`src/rtl/spi_cmd_framer_pkg.sv`:
```
// Shared constants and types for the SPI command frame builder.
// Assumes byte-wide output stream and a fixed protocol field layout.
package spi_cmd_framer_pkg;
    localparam int ADDR_W   = 24;
    localparam int DATA_W   = 32;
    localparam int SIZE_W   = 24;
    localparam int MAX_BODY = 8;                      // longest frame without trailer
    localparam int CNT_W    = $clog2(MAX_BODY + 2);   // counts body plus trailer
    localparam int SEL_W    = $clog2(MAX_BODY);       // selects a body byte

    typedef logic [MAX_BODY-1:0][7:0] body_t;

    typedef enum logic [7:0] {
        OP_INT_WR = 8'hC3,
        OP_INT_RD = 8'hC4,
        OP_BLK_WR = 8'hC7,
        OP_BLK_RD = 8'hC8,
        OP_SGL_WR = 8'hC9,
        OP_SGL_RD = 8'hCA,
        OP_RESET  = 8'hCF
    } opcode_e;
endpackage

```
`src/rtl/spi_cmd_framer_layout.sv`:
```
// Frame layout decoder: maps an opcode and its fields to the ordered body
// bytes and the body length. Purely combinational; assumes fields are stable.
module spi_cmd_framer_layout
    import spi_cmd_framer_pkg::*;
(
    input  logic [7:0]        opcode_i,
    input  logic [ADDR_W-1:0] addr_i,
    input  logic [DATA_W-1:0] wdata_i,
    input  logic [SIZE_W-1:0] size_i,
    input  logic              clockless_i,
    output body_t             body_o,
    output logic [CNT_W-1:0]  len_o,
    output logic              known_o
);
    // Internal commands carry a 16-bit address with the clockless marker on top.
    logic [7:0] int_hi;
    assign int_hi = {addr_i[15] | clockless_i, addr_i[14:8]};

    // Select field order and length per opcode.
    always_comb begin
        body_o    = '0;
        len_o     = '0;
        known_o   = 1'b1;
        body_o[0] = opcode_i;
        case (opcode_i)
            OP_SGL_RD: begin
                body_o[1] = addr_i[23:16];
                body_o[2] = addr_i[15:8];
                body_o[3] = addr_i[7:0];
                len_o     = CNT_W'(4);
            end
            OP_BLK_RD, OP_BLK_WR: begin
                body_o[1] = addr_i[23:16];
                body_o[2] = addr_i[15:8];
                body_o[3] = addr_i[7:0];
                body_o[4] = size_i[23:16];
                body_o[5] = size_i[15:8];
                body_o[6] = size_i[7:0];
                len_o     = CNT_W'(7);
            end
            OP_INT_RD: begin
                body_o[1] = int_hi;
                body_o[2] = addr_i[7:0];
                body_o[3] = 8'h00;
                len_o     = CNT_W'(4);
            end
            OP_INT_WR: begin
                body_o[1] = int_hi;
                body_o[2] = addr_i[7:0];
                body_o[3] = wdata_i[31:24];
                body_o[4] = wdata_i[23:16];
                body_o[5] = wdata_i[15:8];
                body_o[6] = wdata_i[7:0];
                len_o     = CNT_W'(7);
            end
            OP_SGL_WR: begin
                body_o[1] = addr_i[23:16];
                body_o[2] = addr_i[15:8];
                body_o[3] = addr_i[7:0];
                body_o[4] = wdata_i[31:24];
                body_o[5] = wdata_i[23:16];
                body_o[6] = wdata_i[15:8];
                body_o[7] = wdata_i[7:0];
                len_o     = CNT_W'(8);
            end
            OP_RESET: begin
                body_o[1] = 8'hFF;
                body_o[2] = 8'hFF;
                body_o[3] = 8'hFF;
                len_o     = CNT_W'(4);
            end
            default: begin
                body_o  = '0;
                known_o = 1'b0;
            end
        endcase
    end
endmodule

```
`src/rtl/spi_cmd_framer_crc7.sv`:
```
// One-byte CRC7 step, polynomial x^7+x^3+1, bits taken MSB first.
// Combinational; the caller holds the running register.
module spi_cmd_framer_crc7 (
    input  logic [6:0] crc_i,
    input  logic [7:0] byte_i,
    output logic [6:0] crc_o
);
    // Shift eight data bits through the 7-bit LFSR.
    always_comb begin
        logic [6:0] r;
        logic       fb;
        r = crc_i;
        for (int b = 7; b >= 0; b--) begin
            fb = r[6] ^ byte_i[b];
            r  = {r[5:0], 1'b0};
            if (fb) r = r ^ 7'h09;
        end
        crc_o = r;
    end
endmodule

```
`src/rtl/spi_cmd_framer.sv`:
```
// SPI command frame builder top. Latches a command on start while idle,
// streams the body bytes and an optional CRC7 trailer on a valid/ready
// byte interface, then pulses done. Unknown opcodes pulse err and send
// nothing. Assumes the downstream shifter honours valid/ready.
module spi_cmd_framer
    import spi_cmd_framer_pkg::*;
#(
    parameter logic [6:0] CRC_PRESET = 7'h7F
) (
    input  logic              clk,
    input  logic              rst_n,
    input  logic              start_i,
    input  logic [7:0]        opcode_i,
    input  logic [ADDR_W-1:0] addr_i,
    input  logic [DATA_W-1:0] wdata_i,
    input  logic [SIZE_W-1:0] size_i,
    input  logic              clockless_i,
    input  logic              crc_en_i,
    output logic              tx_valid_o,
    input  logic              tx_ready_i,
    output logic [7:0]        tx_data_o,
    output logic              done_o,
    output logic              err_o
);
    body_t            lay_body;
    logic [CNT_W-1:0] lay_len;
    logic             lay_known;

    logic             busy_q;
    body_t            body_q;
    logic [CNT_W-1:0] len_q;
    logic             crc_en_q;
    logic [CNT_W-1:0] idx_q;
    logic [6:0]       crc_q;
    logic [6:0]       crc_nxt;
    logic             done_q;
    logic             err_q;

    logic [CNT_W-1:0] total;
    logic             in_body;
    logic             is_last;
    logic [7:0]       cur_body;
    logic             accept;

    spi_cmd_framer_layout u_layout (
        .opcode_i    (opcode_i),
        .addr_i      (addr_i),
        .wdata_i     (wdata_i),
        .size_i      (size_i),
        .clockless_i (clockless_i),
        .body_o      (lay_body),
        .len_o       (lay_len),
        .known_o     (lay_known)
    );

    spi_cmd_framer_crc7 u_crc (
        .crc_i  (crc_q),
        .byte_i (cur_body),
        .crc_o  (crc_nxt)
    );

    // Position decode for the byte currently offered.
    always_comb begin
        total    = len_q + CNT_W'(crc_en_q);
        in_body  = idx_q < len_q;
        is_last  = idx_q == (total - CNT_W'(1));
        cur_body = body_q[idx_q[SEL_W-1:0]];
        accept   = busy_q && tx_ready_i;
    end

    // Output byte: body byte or CRC trailer with bit 0 cleared.
    assign tx_data_o  = in_body ? cur_body : {crc_q, 1'b0};
    assign tx_valid_o = busy_q;
    assign done_o     = done_q;
    assign err_o      = err_q;

    // Capture on start, advance on each accepted byte, raise pulses.
    always_ff @(posedge clk) begin
        if (!rst_n) begin
            busy_q   <= 1'b0;
            body_q   <= '0;
            len_q    <= '0;
            crc_en_q <= 1'b0;
            idx_q    <= '0;
            crc_q    <= CRC_PRESET;
            done_q   <= 1'b0;
            err_q    <= 1'b0;
        end else begin
            done_q <= 1'b0;
            err_q  <= 1'b0;
            if (!busy_q) begin
                if (start_i) begin
                    if (lay_known) begin
                        busy_q   <= 1'b1;
                        body_q   <= lay_body;
                        len_q    <= lay_len;
                        crc_en_q <= crc_en_i;
                        idx_q    <= '0;
                        crc_q    <= CRC_PRESET;
                    end else begin
                        err_q <= 1'b1;
                    end
                end
            end else if (accept) begin
                if (in_body) crc_q <= crc_nxt;
                idx_q <= idx_q + CNT_W'(1);
                if (is_last) begin
                    busy_q <= 1'b0;
                    done_q <= 1'b1;
                end
            end
        end
    end
endmodule

```
`config.mk`:
```
export PLATFORM = sky130hd
export DESIGN_NAME = spi_cmd_framer
export DESIGN_NICKNAME = d
export VERILOG_FILES = /design/src/rtl/spi_cmd_framer_pkg.sv /design/src/rtl/spi_cmd_framer_layout.sv /design/src/rtl/spi_cmd_framer_crc7.sv /design/src/rtl/spi_cmd_framer.sv
export SDC_FILE = /design/constraint.sdc
export NUM_CORES = 1
export LEC_CHECK = 0
export ABC_AREA = 1
export BUFFER_PORTS_ARGS = -buffer_cell sky130_fd_sc_hd__buf_2
export CAP_MARGIN = 10
export CELL_PAD_IN_SITES_DETAIL_PLACEMENT = 1
export CELL_PAD_IN_SITES_GLOBAL_PLACEMENT = 2
export CORE_MARGIN = 2
export CORE_UTILIZATION = 29
export DETAILED_ROUTE_END_ITERATION = 10
export PLACE_DENSITY = 0.85
export SLEW_MARGIN = 25
export SYNTH_ARGS = -nofsm -noshare
export SYNTH_HDL_FRONTEND = slang
export SYNTH_SLANG_ARGS = --single-unit
```
`constraint.sdc`:
```
create_clock -name clk -period 2.2 [get_ports clk]
set_input_delay 0.33 -clock clk [delete_from_list [all_inputs] [get_ports clk]]
set_output_delay 0.33 -clock clk [all_outputs]
set_load 0.1 [all_outputs]
```
==> metrics.md <==
| Metric | Value |
|---|---|
| Std-Cell Core Area | `16640 µm²` |
| Ant diodes | `0` |
| Max Buffers Root-to-Sink | `2` |
| CP max FO | `11` |
| Final min period | `approximately 2200 ps` |
| Initial Util | `0.2970` |
| Filler cells | `2166` |
| DR vias/cell | `4.899` |
| Clock sink count | `82` |
| PnR worst setup slack | `22.19 ps` |
| CTS Buf Count | `9` |
| Chip Height | `around 130 µm` |
| Synthesized area | `4943 µm²` |
| Static Leak | `~3.0 nW` |
| Crit share post-route | `0.9899` |
| Reg2reg path depth | `15` |
| Post-DP HPWL | `between 10000 and 15000 µm` |
| Max Clk Rate | `459.2 MHz` |
| Vias after detailed routing | `5541` |
| Rel. slew slack | `0.5686` |
| Pin count of the biggest net entering global routing | `36` |
| Flops & latches, synth | `82` |
| Crit path capture type | `output port` |
| Util after Layout | `0.3938` |
| Final setup viols | `0` |
| Port bufs | `approximately 100` |
| Clock Latency Late Sink | `350 ps` |
| Layout Nets | `1006` |
| Initial antenna violation count | `0` |
| CP arrival | `1850 ps` |
| Setup_tns | `0 ps` |
| CTS tree | `done` |
| Final hold slack | `around 260 ps` |
| Netlist cell types | `35` |
| Worst setup SP type | `flip-flop` |
| Synth Flop Type | `dfxtp_1` |
| Syn Area/Cell | `6.234 µm²` |
| Setup Skew | `approximately 6.5 ps` |
| Peak VDD IR | `398.0 µV` |
| Tightest Pin Transition | `646.4 ps` |
| Total Wirelength | `18890 µm` |
| Hold Vio Cnt, Final | `0` |
| PwrDens | `between 500 and 600 nW/µm²` |
| Layout area overhead | `32.57%` |
| Crit path cell chain | `inv_1, buf_4, nand2_1, nand3_1, nand3_1, nand2_2, o21ai_4, buf_12` |
| Gpl congestion | `around 0.84` |
| Max cap viols | `0` |
| Syn Inst Count | `793` |
| WL per Instance | `between 15 and 20 µm` |
| Post-synth ARST share | `0` |
| Die Wd | `134.6 µm` |
| Place WS | `47.68 ps` |
| Post-Syn Nets | `893` |
| Run status | `finished, final reports clean` |
| First-pass GRT wire length | `29610 µm` |
| Crit-path max cell delay | `410 ps` |
| Unrepaired setup endpoints after global routing | `yes` |
| GR Overflow Total | `0` |
| Crit-path slowest cell | `dfxtp_4` |
| CP delay by family, top | `buffers and inverters` |
| CTS root buffer | `clkbuf_16` |
| Post-synthesis sequential area ratio | `0.3321` |
| Vias in the first global route | `5542` |
| Hold buffers post-CTS | `0` |
| Iter 0 DRT Violations | `230` |
| Io pins | `105` |
| Final Max Slew Viols | `0` |
| Crit Path Category | `flip-flop to output port` |
| H-tree Lvls | `3` |
| Buf+Inv Stages, Crit Path | `3` |
| Routed Antenna Nets | `0` |
| DIE AREA | `18110 µm²` |
| Layout cells sized above 1 | `0.2448` |
| Min-Delay Path Class | `primary input to flip-flop` |
| Drc violations | `0` |
| Worst EP required | `1870 ps` |
| Yosys warns | `0` |
| DRT Pass-1 Iters | `4` |
| Clock transition at the registers of the reported paths | `roughly 60 ps` |
| GR Util All Layers | `0.2114` |
| Row cnt | `47` |
| EDFF count, synth | `0` |
| WP depth | `8` |
| Hold path cells | `3` |
| Cell mode on critical path | `nand3_1` |
metal layers:
metal  vias up  routed length, µm  global-route usage
met5         -                  0                   0
met4         0                294             0.05146
met3        20                910             0.04167
met2       123               9081              0.3588
met1      2600               8601              0.2765
li1       2798                  -                   -
cell usage after synthesis (3+ instances only):
library cell,number,area share
a211oi_2,3,0.0076
a21oi_1,60,0.061
buf_1,4,0.0030
buf_2,18,0.018
buf_4,3,0.0046
clkbuf_1,16,0.012
dfxtp_1,82,0.33
ha_1,6,0.015
inv_1,98,0.074
inv_2,4,0.0030
nand2_1,261,0.20
nand2_2,5,0.0063
nand3_1,80,0.081
nor2_1,21,0.016
nor2_2,3,0.0038
o211ai_1,15,0.023
o21ai_0,69,0.070
o21ai_1,3,0.0030
o221ai_1,4,0.0071
o22ai_1,13,0.016
o31ai_1,4,0.0061
xnor2_1,3,0.0053
worst paths after layout:
kind	start	slack, ps	to
max reg2reg	idx_q[0]	370	crc_q[6]
min	addr_i[20]	260	body_q[12]
max	idx_q[0]	20	tx_data_o[7]
min reg2reg	body_q[6]	470	body_q[6]
stage by stage:
step,instances,instance area [µm²],power (W)
finish,1131,6554,0.003286
global route,1131,6554,0.003416
global placement,1109,6001,0.001894
floorplan,793,5011,0.001714
detailed placement,1109,6001,0.001897
CTS,1126,6415,0.003304
flip-flops by register name (all words and copies together), names as in the netlist:
signal	flops
body_q	64
crc_en_q	1
crc_q	7
done_o	1
err_o	1
idx_q	4
len_q	3
tx_valid_o	1
power by group:
part,leakage (nW),switching (W),total [W],internal (W)
combinational,2.23,0.000233,0.000376,0.000142
clock,0.133,0.000618,0.00141,0.000791
sequential,0.665,0.00000708,0.00150,0.00149
worst min-delay path: cells and delay by family:
family          cells  cell delay [ps]
buf+inv             1               80
compound gates      2              170
logic make-up after synthesis:
group	share of synthesized area
fa+ha+maj	0.01519
buf+inv	0.1215
simple gates	0.3204
xor+xnor	0.008860
flops	0.3321
compound gates	0.2020
layout by cell type (no fill, tap or decap), types with 6 or more instances in the layout:
cell type / n
o21ai_0: 61
buf_12: 12
clkbuf_16: 10
inv_1: 96
buf_4: 33
a21oi_1: 59
o211ai_1: 15
nand3_1: 68
inv_2: 6
o22ai_1: 13
nand2_1: 250
nor2_1: 20
buf_2: 96
nand3_2: 12
nand2_2: 15
o21ai_4: 7
dfxtp_1: 76
area by class of cell:
class / count / area [µm²] / share of cell area
timing repair buffer: 145 / 1047 / 0.1598
sequential: 82 / 1654 / 0.2524
tap: 220 / 275.3 / 0.04200
clock buffer: 13 / 250.2 / 0.03818
multi-input combinational: 564 / 2920 / 0.4456
clock inverter: 3 / 15.01 / 0.002291
inverter: 104 / 391.6 / 0.05976
repair_timing:
action / CTS / global route
gates cloned: 1 / 1
setup buffers: 0 / 4
pin swaps: 4 / 5
endpoints found under the setup margin: 8 / 8
gates resized for setup: 28 / 26
No activity file was read; power rests on OpenSTA's default activity.
